<file path="config.mk">
export PLATFORM = sky130hd
export DESIGN_NAME = cpc_fold_stage
export DESIGN_NICKNAME = d
export VERILOG_FILES = /design/src/rtl/cpc_pkg.sv /design/src/rtl/cpc_fold_stage.sv
export SDC_FILE = /design/constraint.sdc
export NUM_CORES = 1
export LEC_CHECK = 0
export ABC_AREA = 0
export CORE_AREA = 4 4 41 43
export CTS_CLUSTER_DIAMETER = 100
export CTS_CLUSTER_SIZE = 14
export DETAILED_ROUTE_END_ITERATION = 16
export DIE_AREA = 0 0 45 47
export MAX_ROUTING_LAYER = met4
export PLACE_DENSITY = 0.45
export SLEW_MARGIN = 20
export SYNTH_ARGS = -nofsm -noshare
export SYNTH_HDL_FRONTEND = slang
export SYNTH_SLANG_ARGS = --single-unit
</file>
<file path="constraint.sdc">
create_clock -name clk -period 1 [get_ports clk]
set_input_delay 0.15 -clock clk [delete_from_list [all_inputs] [get_ports clk]]
set_output_delay 0.15 -clock clk [all_outputs]
set_load 0.1 [all_outputs]
</file>
<file path="src/rtl/cpc_pkg.sv">
// Shared types for the cascadable parity checker.
// Assumes a single clock domain and a synchronous active-low reset.
package cpc_pkg;

    // Registered state between the word stage and the error stage.
    typedef struct packed {
        logic word_sum;   // XOR of the checked bits of the previous word
        logic par_bit;    // parity bit paired with that word
    } fold_state_t;

endpackage

</file>
<file path="src/rtl/cpc_fold_stage.sv">
// Fold stage: reduces the registered word to one bit and registers it
// next to the parity bit that arrives one cycle after the word.
// Assumes the parity bit is valid at the edge after its word.
module cpc_fold_stage
    import cpc_pkg::*;
#(
    parameter int CHK_W = 10
) (
    input  logic             clk,
    input  logic             rst_n,
    input  logic [CHK_W-1:0] word_q,
    input  logic             par_i,
    output fold_state_t      fold_q
);

    logic [CHK_W-1:0] chain;

    // XOR chain over the checked bits, one stage per bit.
    assign chain[0] = word_q[0];
    for (genvar g = 1; g < CHK_W; g++) begin : g_chain
        assign chain[g] = chain[g-1] ^ word_q[g];
    end

    // Register the word sum and the parity bit together.
    always_ff @(posedge clk) begin
        if (!rst_n) begin
            fold_q <= '0;
        end else begin
            fold_q.word_sum <= chain[CHK_W-1];
            fold_q.par_bit  <= par_i;
        end
    end

endmodule

</file>
* Word level (Yosys, flattened, before mapping)
Cells that the tools add are included.
Word-level totals: flip-flop bits (word level) 2, input port bits 13, output and inout port bits 2, word-level logic and storage cells 11
Cells by class: bitwise gates (word level) 9
Operator list (count):
- bitwise XOR 1 bit | 9

* Longest topological paths before layout
word-level depth 9, mapped depth 4

* Worst setup path after synthesis
No wires, ideal clock.
path type register -> output, start reg fold_q[0] (netlist bit), end out fold_q[0] (netlist bit), data arrival time 0.909 ns, path slack -0.059 ns, cell stages (with the launch flop) 1, path buffers 0, cells stage by stage dfxtp_1
RTL lines:
- start, declared | line cpc_fold_stage.sv:13 | output fold_state_t fold_q
No word-level cell between the ends.

* Final worst setup path
start in word_q[5], end reg fold_q[1] (netlist bit)
On the way: word-level cells in the longest chain between the ends 5
RTL lines:
- start, declared | line cpc_fold_stage.sv:11 | input logic [CHK_W-1:0] word_q,
- bitwise XOR 1 bit (5 in a row) | line cpc_fold_stage.sv:21 | assign chain[g] = chain[g-1] ^ word_q[g];
No other way between the ends. A chain may end at the register's enable or synchronous reset.

==> results.md <==
* Post-CTS Setup Inserts at 0
* Post-synthesis area per instance at 11.4 sq um
* CTS Root Cell: clkbuf_4
* PortBufs at 14
* Die height at 47 microns
* Yosys top cell area share at 0.321
* Unrepaired setup endpoints after global routing: false
* Commonest non-fill, non-tap cells in the layout: dlygate4sd2_1 (4), xnor2_1 (3), clkbuf_4 (3)
* Clock-pin slew on the worst setup and hold paths at 0.03 ns
* First-pass GRT wire length at 676 microns
* Final setup vio count at 0
* Commonest non-fill, non-tap cell in the layout: dlygate4sd2_1
* Cell variety after synth at 5
* Worst vdd ir at 380 uV
* Startpoint types: primary input
* CP Max Fanout at 1
* Via-to-Cell Ratio at 3.09
* # H-tree levels at 1
* Synth area leader: xnor2_1
* Initial antenna violation count at 0
* Final WL at 391 microns
* CTS Buf Count at 3
* Worst setup margin at 0.0549 ns
* Slew margin rel. at 0.891
* Clock buffer depth at 2
* Row count at 13
* Initial core utilization at 0.105
* Drt drc at 0
* Fin area at 347 sq um
* WP data arrival at 1.05 ns
* Starting DRC count in detailed routing at 0
* Overall Global Routing Usage at 0.0571
* Number of flip-flops in the largest register at 2
* Final instance count without filler cells at 44
* Tightest Pin Transition at 0.163 ns
* Required @ worst endpoint at 1.11 ns
* CTS tree: built
* P&R area growth vs syn at 154%
* Fin crit share at 0.945
* HP Class: in -> reg
* Die Width at 45 microns
* Top flop regs: fold_q (2)
* Most flops, register: fold_q
* Post-route minimum period at 0.945 ns
* Power density cells at 1640 nW/um^2
* Synth area leaders: xnor2_1 (32%), dfxtp_1 (29%), xnor3_1 (17%), xor2_1 (13%), and2_1 (9.2%)
* Kind of critical path: in -> reg
* LEAKAGE at 0.159 nW
* # diodes at 0
* Vias in the first global route at 176
* Fmax achieved at 1.06 GHz
* Syn_nets at 25
* Area of the core at 1300 sq um
* Post-Place Cells at 41
* Largest net degree at the start of global routing at 3
* Util after Layout at 0.266
* GRT overflow at 0
* Nets at 44
* Pwr Total at 0.000568 W
* Dpl cell area at 325 sq um
* Ratio of cells with drive above 1 in the final layout at 0.552
* Syn Inst Count at 12
* Final Hold Viols at 0
* Mapped Area at 136 sq um
* Register area share after synthesis at 0.294
* Post-Place Worst Slack at -0.568 ns
* Routed via count at 136
* Maxcap violations at 0
* Sink Count at 2
* Routed Antenna Nets at 0
* Worst Setup End Kind: flop
* Die area at 2120 sq um
* DRT Pass-1 Iters at 1
* Outcome: complete, no violations
* Routed length per instance at 8.89 microns
* YS warnings at 0
* Slew Limit Fails at 0
* Gp weighted congestion at 0.643
* # IOs at 15
* Yosys reg bits at 2
-- timing repair --
| item | CTS | global route |
|---|---|---|
| hold buffers | 0 | 0 |
| setup endpoints to repair | 1 | 1 |
| gates resized for setup | 22 | 5 |
| pin swaps | 8 | 5 |
-- worst paths after layout --
path	from	endpoint	slack [ns]	depth (start not counted)
worst min-delay path	par_i	fold_q[0]	0.51	2
worst max-delay path	word_q[5]	fold_q[1]	0.05	5
-- where the power goes --
group | internal [W] | leakage [nW] | switching [W] | total [W]
registers | 0.0000979 | 0.0172 | 0.0000116 | 0.000110
logic | 0.000141 | 0.128 | 0.000144 | 0.000285
clock network | 0.000132 | 0.0138 | 0.0000417 | 0.000174
total | 0.000371 | 0.159 | 0.000197 | 0.000568
-- metrics by stage --
stage,setup TNS [ns],hold slack [ns]
finish,0,0.508
global route,0,0.507
CTS,0,0.504
detailed placement,-0.568,0.614
global placement,-0.550,0.613
floorplan,-0.0315,0.272
-- layout make-up --
class | instances | area, sq um
Fill cell | 150 | 955
Clock buffer | 3 | 22.5
Sequential cell | 2 | 42.5
Multi-Input combinational cell | 10 | 119
Timing Repair Buffer | 14 | 144
Tap cell | 15 | 18.8
-- Yosys cell counts (all sizes together) --
cell / instances
and2: 2
dfxtp: 2
xnor2: 5
xnor3: 1
xor2: 2
-- critical path, stage by stage --
cell	delay [ns]
buf_6	0.09
xor2_2	0.14
xnor3_1	0.41
xnor2_1	0.12
and2_1	0.13
-- per-layer routing --
layer / vias up / track usage / wire [microns]
met5: - / - / 0
met4: 0 / 0.0526 / 0
met3: 0 / 0.0651 / 92
met2: 14 / 0.0763 / 158
met1: 51 / 0.0387 / 139
li1: 71 / - / -
-- kinds of logic (layout without fill, tap and decap cells) --
kind of cell / Yosys count / count (layout) / share of synthesized area
xor gates and xnor gates: 8 / 8 / 0.615
buffers and inverters: 0 / 17 / 0
DFF: 2 / 2 / 0.294
and+or+nand+nor: 2 / 2 / 0.0917
No activity file was read; power rests on OpenSTA's default activity.
